`src/rtl/sidv_pkg.sv`:
```
// Package: shared types and sizes for the source-ID validator.
// Assumes a requester ID made of a bus byte above a device/function byte.
package sidv_pkg;
    localparam int RID_W  = 16;
    localparam int VT_W   = 2;
    localparam int QUAL_W = 2;

    typedef enum logic [VT_W-1:0] {
        VT_NONE     = 2'd0,
        VT_IDMATCH  = 2'd1,
        VT_BUSRANGE = 2'd2,
        VT_RSVD     = 2'd3
    } vtype_e;
endpackage

```
`src/rtl/sidv_qual_mask.sv`:
```
// Module: builds the compare mask for ID-match mode from the qualifier.
// A low bit i (i < IGN_BITS) is dropped when qual >= IGN_BITS - i, so a larger
// qualifier drops more bits, counted down from the top of the low group.
// Assumes the qualifier can count up to IGN_BITS.
module sidv_qual_mask #(
    parameter int ID_W     = 16,
    parameter int QUAL_W   = 2,
    parameter int IGN_BITS = 3
) (
    input  logic [QUAL_W-1:0] qual,
    output logic [ID_W-1:0]   care
);
    // One generate branch per mask bit: bits in the low group depend on qual.
    for (genvar i = 0; i < ID_W; i++) begin : g_bit
        if (i < IGN_BITS) begin : g_low
            assign care[i] = (qual < QUAL_W'(IGN_BITS - i));
        end else begin : g_high
            assign care[i] = 1'b1;
        end
    end
endmodule

```
`src/rtl/sidv_id_match.sv`:
```
// Module: masked equality between requester ID and entry source-ID.
// Assumes care has a 1 for every bit that takes part in the comparison.
module sidv_id_match #(
    parameter int ID_W = 16
) (
    input  logic [ID_W-1:0] rid,
    input  logic [ID_W-1:0] sid,
    input  logic [ID_W-1:0] care,
    output logic            hit
);
    logic [ID_W-1:0] diff;

    // Mark differing bits that are not masked, then test that none remain.
    always_comb begin
        diff = (rid ^ sid) & care;
        hit  = (diff == '0);
    end
endmodule

```
`src/rtl/sidv_bus_range.sv`:
```
// Module: inclusive bus-range test for bus-range mode.
// The upper half of the source-ID is the first bus and the lower half is the
// last bus. An inverted range matches nothing. Assumes ID_W is even.
module sidv_bus_range #(
    parameter int ID_W = 16
) (
    input  logic [ID_W-1:0] rid,
    input  logic [ID_W-1:0] sid,
    output logic            hit
);
    localparam int BUS_W = ID_W / 2;

    logic [BUS_W-1:0] bus;
    logic [BUS_W-1:0] first_bus;
    logic [BUS_W-1:0] last_bus;

    // Split the fields and test both bounds, each inclusive.
    always_comb begin
        bus       = rid[ID_W-1:BUS_W];
        first_bus = sid[ID_W-1:BUS_W];
        last_bus  = sid[BUS_W-1:0];
        hit       = (bus >= first_bus) && (bus <= last_bus);
    end
endmodule

```
`src/rtl/srcid_validator.sv`:
```
// Module: top of the source-ID validator. Works out the effective validation
// type (forced to none by chk_disable), selects the sub-check and registers
// the verdict with a one-cycle strobe. The verdict holds between requests.
// Assumes the inputs are stable at the edge where req_valid is high.
module srcid_validator
    import sidv_pkg::*;
#(
    parameter int IGN_BITS = 3
) (
    input  logic              clk,
    input  logic              rst_n,
    input  logic              req_valid,
    input  logic [RID_W-1:0]  req_rid,
    input  logic [VT_W-1:0]   ent_vtype,
    input  logic [QUAL_W-1:0] ent_qual,
    input  logic [RID_W-1:0]  ent_sid,
    input  logic              chk_disable,
    output logic              vrd_valid,
    output logic              vrd_pass
);
    logic [RID_W-1:0] care;
    logic             id_hit;
    logic             bus_hit;
    vtype_e           eff_type;
    logic             pass_now;

    sidv_qual_mask #(.ID_W(RID_W), .QUAL_W(QUAL_W), .IGN_BITS(IGN_BITS)) u_mask (
        .qual (ent_qual),
        .care (care)
    );

    sidv_id_match #(.ID_W(RID_W)) u_idm (
        .rid  (req_rid),
        .sid  (ent_sid),
        .care (care),
        .hit  (id_hit)
    );

    sidv_bus_range #(.ID_W(RID_W)) u_bus (
        .rid (req_rid),
        .sid (ent_sid),
        .hit (bus_hit)
    );

    // Pick the effective type, then the verdict that type calls for.
    always_comb begin
        eff_type = chk_disable ? VT_NONE : vtype_e'(ent_vtype);
        unique case (eff_type)
            VT_NONE:     pass_now = 1'b1;
            VT_IDMATCH:  pass_now = id_hit;
            VT_BUSRANGE: pass_now = bus_hit;
            default:     pass_now = 1'b0;
        endcase
    end

    // Register the strobe every cycle; load the verdict only on a request.
    always_ff @(posedge clk) begin
        if (!rst_n) begin
            vrd_valid <= 1'b0;
            vrd_pass  <= 1'b0;
        end else begin
            vrd_valid <= req_valid;
            if (req_valid) begin
                vrd_pass <= pass_now;
            end
        end
    end
endmodule

```
`config.mk`:
```
export PLATFORM = sky130hd
export DESIGN_NAME = srcid_validator
export DESIGN_NICKNAME = d
export VERILOG_FILES = /design/src/rtl/sidv_pkg.sv /design/src/rtl/sidv_qual_mask.sv /design/src/rtl/sidv_id_match.sv /design/src/rtl/sidv_bus_range.sv /design/src/rtl/srcid_validator.sv
export SDC_FILE = /design/constraint.sdc
export NUM_CORES = 1
export LEC_CHECK = 0
export BUFFER_PORTS_ARGS = -buffer_cell sky130_fd_sc_hd__buf_2
export CORE_MARGIN = 3
export CORE_UTILIZATION = 43
export CTS_CLUSTER_SIZE = 10
export DETAILED_ROUTE_END_ITERATION = 12
export PLACE_DENSITY = 0.83
export SYNTH_ARGS = -nofsm -noshare
export SYNTH_HDL_FRONTEND = slang
export SYNTH_SLANG_ARGS = --single-unit
```
`constraint.sdc`:
```
create_clock -name clk -period 3.91 [get_ports clk]
set_clock_uncertainty 0.15 [all_clocks]
set_input_delay 0.1955 -clock clk [delete_from_list [all_inputs] [get_ports clk]]
set_output_delay 0.1955 -clock clk [all_outputs]
set_load 0.05 [all_outputs]
```
* Word-level counts from Yosys, hierarchy flattened
Cells that the tools add are included.
** Word-level totals
- Register bits :: 2
- Output and inout bits :: 2
** Operators by class
- Order comparisons :: 5
- Eq/ne operators :: 2
- Mux-type cells :: 2
- Bitwise gates (word level) :: 2
- Reduce and logical (&&, ||, !) cells :: 3
** Operators with widths (number)
- $and 16x16->16 :: 1
- $logic_not 16->1 :: 1
- $xor 16x16->16 :: 1
- $ge 8x8->1 :: 1
- $le 8x8->1 :: 1
- $lt 2x2->1 const B :: 2
- $pmux 1 s3 :: 1
- $eq 2x1->1 const B :: 1
- $eq 2x2->1 const B :: 1
- $logic_not 2->1 :: 1
- $lt 2x1->1 const B :: 1
- $mux 2 :: 1
- $logic_and 1x1->1 :: 1

* Logic depth before layout (Yosys ltp)
Gate-level depths: netlist of run 1.
- Word-level depth :: 4
- Gate-level depth with buffers :: 7

* Cells and area by module
A second synthesis of run 1 with hierarchy kept.
** Second synthesis, totals
- Cell total of the unflattened synthesis :: 111
- Area total of the unflattened synthesis :: 812.0 sq um
** Modules (own cells, without submodules)
- sidv_bus_range :: times used 1, cells an instance 57, area each 402.9 sq um, sequential area each 0.0 sq um
- sidv_id_match :: times used 1, cells an instance 27, area each 216.5 sq um, sequential area each 0.0 sq um
- sidv_qual_mask :: times used 1, cells an instance 17, area each 112.6 sq um, sequential area each 0.0 sq um
- srcid_validator :: times used 1, cells an instance 10, area each 80.1 sq um, sequential area each 40.0 sq um

* Least setup slack after synthesis of run 1
Ideal clock, no wire load.
- Kind :: input -> register
- Start :: input port ent_sid[1]
- End :: register vrd_pass
- Library setup time :: 0.091 ns
- Arrival time :: 1.358 ns
- Data required time :: 3.669 ns
- Path slack :: 2.311 ns
- Stages on the path :: 7
- Path through :: inv_1 ha_1 nor2b_1 o211ai_1 a211oi_1 or3_1 a311oi_1
** Between the ends
- Cells in the longest elaborated chain, start to end :: 4
** RTL lines
- start: declaration :: RTL line srcid_validator.sv:16 : input logic [RID_W-1:0] ent_sid,
- parallel branches: the longest is 3 deep, another holds $le 8x8->1
- $pmux 1 s3 * :: RTL line srcid_validator.sv:48 : unique case (eff_type)
- end signal: assignment :: RTL line srcid_validator.sv:64 : vrd_pass <= pass_now;
- end: declaration :: RTL line srcid_validator.sv:19 : output logic vrd_pass
Mark *: on every way between the ends.
A chain may end at the register's enable or synchronous reset.

* Worst setup path in the final report of run 1
- Start :: input port ent_sid[6]
- End :: register vrd_pass
Same word-level chain as after synthesis.

==> flow_metrics.tcl, run 1 <==
set metrics [dict create \
    status "finished, final reports clean" \
    r2r-start "vrd_pass" \
    dr.first_iter.drc_count 16 \
    grt_first_pass_wirelength_um 2650 \
    die_y_um 42.8 \
    cts_tree "built" \
    drt_wl_total_um 1630 \
    slew_headroom 0.836 \
    synthSimpleGateAreaFrac 0.174 \
    syn_nets 136 \
    power.internal_mw 0.0960 \
    arrival_ns 1.57 \
    drtPass1Iterations 4 \
    tightest_slew_ns 0.247 \
    reg2reg_depth 2 \
    cp.required_ns 3.89 \
    antenna_found_initial 0 \
    dpl.hpwl_um 1490 \
    die-area_mm2 0.00183 \
    ir_drop_uv 73.7 \
    period_needed_ns 1.59 \
    num-nets-final 182 \
    fillers 98 \
    hold_class "in2reg" \
    ant_nets 0 \
    n_antenna_cell 0 \
    syn2layout_area_growth_pct 42.1 \
    switching_share 0.355 \
    netlist_instances 80 \
    maxCapViolCount 0 \
    synth_xor_area_frac 0.120 \
    rows 12 \
    p_comb_frac 0.545 \
    pwr-share-seq 0.151 \
    avgSynthCellArea_um2 7.29 \
    layout_commonest_cell "buf_2" \
    cts_made_buffers 3 \
    synth_adder_area_share 0.343 \
    cts_resized 0 \
    synth_seq_cells 2 \
    clock_latency_ns 0.22 \
    drc_errors 0 \
    detail_route.vias_per_cell 5.12 \
    p_leak_nw 0.485 \
    fp.dieW_um 42.8 \
    final_area_um2 828 \
    hold_viol 0 \
    place_congestion 0.758 \
    r2r_end "vrd_pass" \
    worst_setup_path_end_kind "register" \
    r2r_setup_slack_ns 3.01 \
    whs_ns 0.0404 \
    post-route-period-util 0.407 \
    coreArea_mm2 0.00119 \
    fmaxAchievable_ghz 0.629 \
    portBuffers 41 \
    num_vias 706 \
    rsz0062_at_grt "false" \
    place_area_um2 806 \
    path_class "in2reg" \
    setup_viol 0 \
    wl_per_cell_um 11.8 \
    yosysSeqAreaShare 0.0687 \
    grt_usage 0.183 \
    h-tree-depth 1 \
    worstSetupStartpointType "input pin" \
    yosysWarnings 0 \
    synth_cell_types 22 \
    cts_sinks 2 \
    p_switching_mw 0.0529 \
    drive_above_1_share 0.363 \
    synth.cell_area_um2 583 \
    grt_pass1_vias 696 \
    final-max-slew-violation-count 0 \
    tns_ns 0 \
    cts-hold-fix-buffers 0 \
    holdCritStartpoint "ent_vtype[1]" \
    crit_end "vrd_pass" \
    post_cts_buffers 0 \
    powerDensity_mw_per_mm2 180 \
    clkTransAtPathRegs_ns 0.03 \
    num_io_pins 42 \
    cts_buffer_depth 2 \
    synth_compound_area_frac 0.185 \
    final_cell_mix "buf_2, inv_1, ha_1" \
    critPathLaunch "ent_sid[6]" \
    synth_mux_area_frac 0 \
    power.share.clock 0.304 \
    initial_core_util 0.492 \
    grt_max_degree 4 \
    grt_overflow 0 \
    clockRootBuffer "clkbuf_4" \
    synth_top_family_by_area "adder cells" \
    crit_path_max_fanout 2 \
]
worst min path at each step:
stage,endpoint,slack (ns),cells after the start
after floorplan,vrd_pass,0.15,1
after global placement,vrd_pass,0.27,2
after detailed placement,vrd_pass,0.27,2
after CTS,vrd_pass,0.04,2
after global routing,vrd_pass,0.04,2
final,vrd_pass,0.04,2
worst max-delay path: stages:
cell and delay [ns]:
buf_2 0.10, inv_1 0.04, ha_1 0.29, nand4_1 0.13
nor2_1 0.16, a21oi_1 0.05, or3_1 0.35, a311oi_1 0.25
cell families (layout without fill, tap and decap cells):
logic type / Yosys count / in the layout
AO/OA/AOI/OAI: 19 / 19
AND/OR/NAND/NOR: 18 / 18
flip-flops: 2 / 2
adder cells (fa/ha/maj): 16 / 16
buffers and inverters: 17 / 61
XOR/XNOR: 8 / 8
state kept, by name, summed over array words and instances (netlist names):
signal     flops
vrd_pass       1
vrd_valid      1
power groups by stage:
stage	combinational [mW]	sequential, mW	clock [mW]
floorplan	0.0411	0.0277	0
global placement	0.0774	0.0227	0
detailed placement	0.0807	0.0227	0
CTS	0.0811	0.0225	0.0472
global route	0.0916	0.0225	0.0503
finish	0.0812	0.0225	0.0453
synthesized netlist by cell type:
cell type / n / area [µm²]
ha_1: 16 / 200
o211ai_1: 1 / 7.51
nor3_1: 1 / 5.00
inv_1: 17 / 63.8
nor2b_1: 2 / 12.5
xnor2_1: 7 / 61.3
dfxtp_1: 2 / 40.0
nand2_1: 2 / 7.51
o21ai_1: 2 / 10.0
a311oi_1: 1 / 8.76
a21oi_1: 9 / 45.0
nor2_1: 4 / 15.0
xor2_1: 1 / 8.76
nand3_1: 1 / 5.00
nand4_1: 5 / 31.3
nor3b_2: 1 / 12.5
and2_1: 1 / 6.26
a31oi_1: 1 / 6.26
a211oi_1: 1 / 7.51
o21ai_0: 3 / 15.0
a21o_1: 1 / 7.51
or3_1: 1 / 6.26
per-layer routing:
layer,share of wire,vias to the layer above,global-route usage
met5,0,-,0
met4,0.0018,0,0.0373
met3,0.084,2,0.0339
met2,0.53,32,0.365
met1,0.39,303,0.191
li1,-,369,-
through the flow:
stage / util / instances / power, mW / setup WS [ns]
finish: 0.698 / 138 / 0.149 / 2.32
floorplan: - / 80 / 0.0687 / 2.31
CTS: 0.698 / 138 / 0.151 / 2.32
global placement: 0.679 / 135 / 0.100 / 2.12
global route: 0.698 / 138 / 0.164 / 2.25
detailed placement: 0.679 / 135 / 0.103 / 2.10
layout make-up:
type	instances	area (µm²)	area share
Sequential cell	2	40.0	0.0483
Clock buffer	3	22.5	0.0272
Multi-Input combinational cell	61	479	0.579
Inverter	17	63.8	0.0770
Timing Repair Buffer	41	205	0.248
Tap cell	14	17.5	0.0211
No activity file was read; power rests on OpenSTA's default activity.
==> run 2: changes to the inputs <==
--- a/config.mk
+++ b/config.mk
@@ -5,12 +5,13 @@
 export SDC_FILE = /design/constraint.sdc
 export NUM_CORES = 1
 export LEC_CHECK = 0
+export ABC_AREA = 1
 export BUFFER_PORTS_ARGS = -buffer_cell sky130_fd_sc_hd__buf_2
 export CORE_MARGIN = 3
-export CORE_UTILIZATION = 43
+export CORE_UTILIZATION = 38
 export CTS_CLUSTER_SIZE = 10
 export DETAILED_ROUTE_END_ITERATION = 12
-export PLACE_DENSITY = 0.83
+export PLACE_DENSITY = 0.75
 export SYNTH_ARGS = -nofsm -noshare
 export SYNTH_HDL_FRONTEND = slang
 export SYNTH_SLANG_ARGS = --single-unit
==> constraint.sdc (replaced) <==
create_clock -name clk -period 1.4 [get_ports clk]
set_clock_uncertainty 0.15 [all_clocks]
set_input_delay 0.07 -clock clk [delete_from_list [all_inputs] [get_ports clk]]
set_output_delay 0.07 -clock clk [all_outputs]
set_load 0.05 [all_outputs]
==> run 2 against run 1 <==
Net effect: critical path depth rose by 4; worst hold slack improved by 0.038 ns; setup slack got worse by 2.1 ns; largest cell class unchanged.
==> flow_metrics.tcl, run 2 <==
set metrics [dict create \
    reg_top3 "vrd_pass x1, vrd_valid x1" \
    status "finished, final reports clean" \
    clock_latency_ns 0.22 \
    cts_sinks 2 \
    drt_wl_total_um 1630 \
    antenna_found_initial 0 \
    drive_above_1_share 0.302 \
    total_power_mw 0.433 \
    slew_headroom 0.836 \
    clockRootBuffer "clkbuf_4" \
    worstSetupStartpointType "input pin" \
    num_io_pins 42 \
    yosysWarnings 0 \
    synth_cell_types 18 \
    dr.first_iter.drc_count 4 \
    initial_core_util 0.423 \
    arrival_ns 1.13 \
    worst_setup_path_end_kind "register" \
    tns_ns 0 \
    period_needed_ns 1.17 \
    coreArea_mm2 0.00158 \
    cts_made_buffers 3 \
    place_congestion 0.731 \
    detail_route.vias_per_cell 4.57 \
    cts_buffer_depth 2 \
    setup_viol 0 \
    post-route-period-util 0.839 \
    grt_overflow 0 \
    die_y_um 47.9 \
    clkTransAtPathRegs_ns 0.03 \
    fmaxAchievable_ghz 0.852 \
    path_common_cell "nand2_1" \
    n_antenna_cell 0 \
    cp.required_ns 1.36 \
    path_cells "buf_2, ha_1, nand2_1, nor2_2, nand2_1, inv_1, nor2_1, nand2_1, nand2_1, nand2_1, nand2_1, a21oi_2" \
    ir_drop_uv 338 \
    yosysMostFrequentCell "nand2_1" \
    grt_usage 0.147 \
    synthFlopType "dfxtp_1" \
    async_reset_ff_frac 0 \
    fp.dieW_um 47.9 \
    hold_viol 0 \
    netlist_instances 117 \
    path_class "in2reg" \
    tightest_slew_ns 0.248 \
    avgSynthCellArea_um2 5.70 \
    layout_commonest_cell "buf_2" \
    synth_top_area_cell "ha_1" \
    yosysSeqAreaShare 0.0600 \
    crit_path_max_fanout 4 \
    synth-edff-count 0 \
    ant_nets 0 \
    synth_seq_cells 2 \
    setup_slack_ns 0.226 \
    pre_cts_slack_ns -0.0133 \
    post_cts_buffers 0 \
    hold_class "in2reg" \
    die-area_mm2 0.00229 \
    num-nets-final 220 \
    slowest_delay_ns 0.33 \
    cts_tree "built" \
    maxCapViolCount 0 \
    crit_slowest_cell "ha_1" \
    synth.area.top_cells "ha_1, nand2_1, inv_1" \
    dpl.hpwl_um 1510 \
    syn_nets 173 \
    synth.cell_area_um2 667 \
    final_cell_mix "buf_2, nand2_1, inv_1" \
    drtPass1Iterations 4 \
    powerDensity_mw_per_mm2 466 \
    syn2layout_area_growth_pct 39.4 \
    grt_max_degree 5 \
    p_leak_nw 0.633 \
    rows 14 \
    final-max-slew-violation-count 0 \
    num_vias 813 \
    wl_per_cell_um 9.13 \
    grt_first_pass_wirelength_um 2420 \
    rsz0062_at_grt "false" \
    h-tree-depth 1 \
    grt_pass1_vias 682 \
    portBuffers 41 \
    synth_top_area_frac 0.300 \
    drc_errors 0 \
    synth_commonest_cells "nand2_1, inv_1, ha_1, nor2_1, a21oi_1" \
]
## run 2: cell types whose count changed after synthesis, moves of 2 or more
cell,before,now
xnor2_1,7,2
inv_1,17,26
inv_2,0,3
nand4_1,5,2
nand3b_1,0,2
nand2_1,2,36
nor2b_1,2,0
nand3_1,1,4
a21oi_1,9,5
nor2_1,4,10
## run 2: critical path: cells and delay by family
kind,cells,cell delay [ns]
and+or+nand+nor,8,0.53
adders and majority gates,1,0.33
buffers and inverters,2,0.15
AOI/OAI and AO/OA,1,0.05
## run 2: logic make-up after synthesis
kind of cell | synth area share
simple gates | 0.358
flops | 0.0600
compound gates | 0.0919
buf+inv | 0.163
fa+ha+maj | 0.300
xor+xnor | 0.0263
## run 2: through the flow
step           std cells  instance area, µm²  hold WS, ns   util
3_3_place_gp         174                 892        0.115  0.566
5_1_grt              178                 930        0.133  0.590
6_report             178                 930       0.0787  0.590
4_1_cts              180                 945       0.0792  0.599
3_5_place_dp         174                 892        0.121  0.566
2_1_floorplan        117                 667      0.00423      -
## run 2: layout make-up
class,instances,area (µm²)
inverter,29,109
tap,16,20.0
multi-input combinational,86,518
timing repair buffer,42,220
sequential,2,40.0
clock buffer,3,22.5
fill,161,647
## run 2: what timing repair did
action	CTS	global route
gates resized for setup	0	0
hold buffers	3	0
endpoints found under the setup margin	0	1
hold endpoints to repair	2	0
## run 2: path summary, 6_finish.rpt
path | depth (start not counted) | slack, ns | end | from
max | 12 | 0.23 | vrd_pass | req_rid[15]
min | 5 | 0.08 | vrd_pass | chk_disable
max reg2reg | 2 | 0.60 | vrd_pass | vrd_pass
min reg2reg | 2 | 0.39 | vrd_pass | vrd_pass
## run 2: power breakdown
part / internal [mW] / switching [mW]
registers: 0.0613 / 0.00115
logic: 0.114 / 0.129
clock network: 0.0946 / 0.0327
## run 2: layer usage
metal | up-vias | share of wire | routed length [µm] | global-route usage
met5 | - | 0 | 0 | 0
met4 | 0 | 0.0098 | 16 | 0.0538
met3 | 2 | 0.054 | 88 | 0
met2 | 22 | 0.51 | 834 | 0.298
met1 | 338 | 0.42 | 686 | 0.159
li1 | 451 | - | - | -
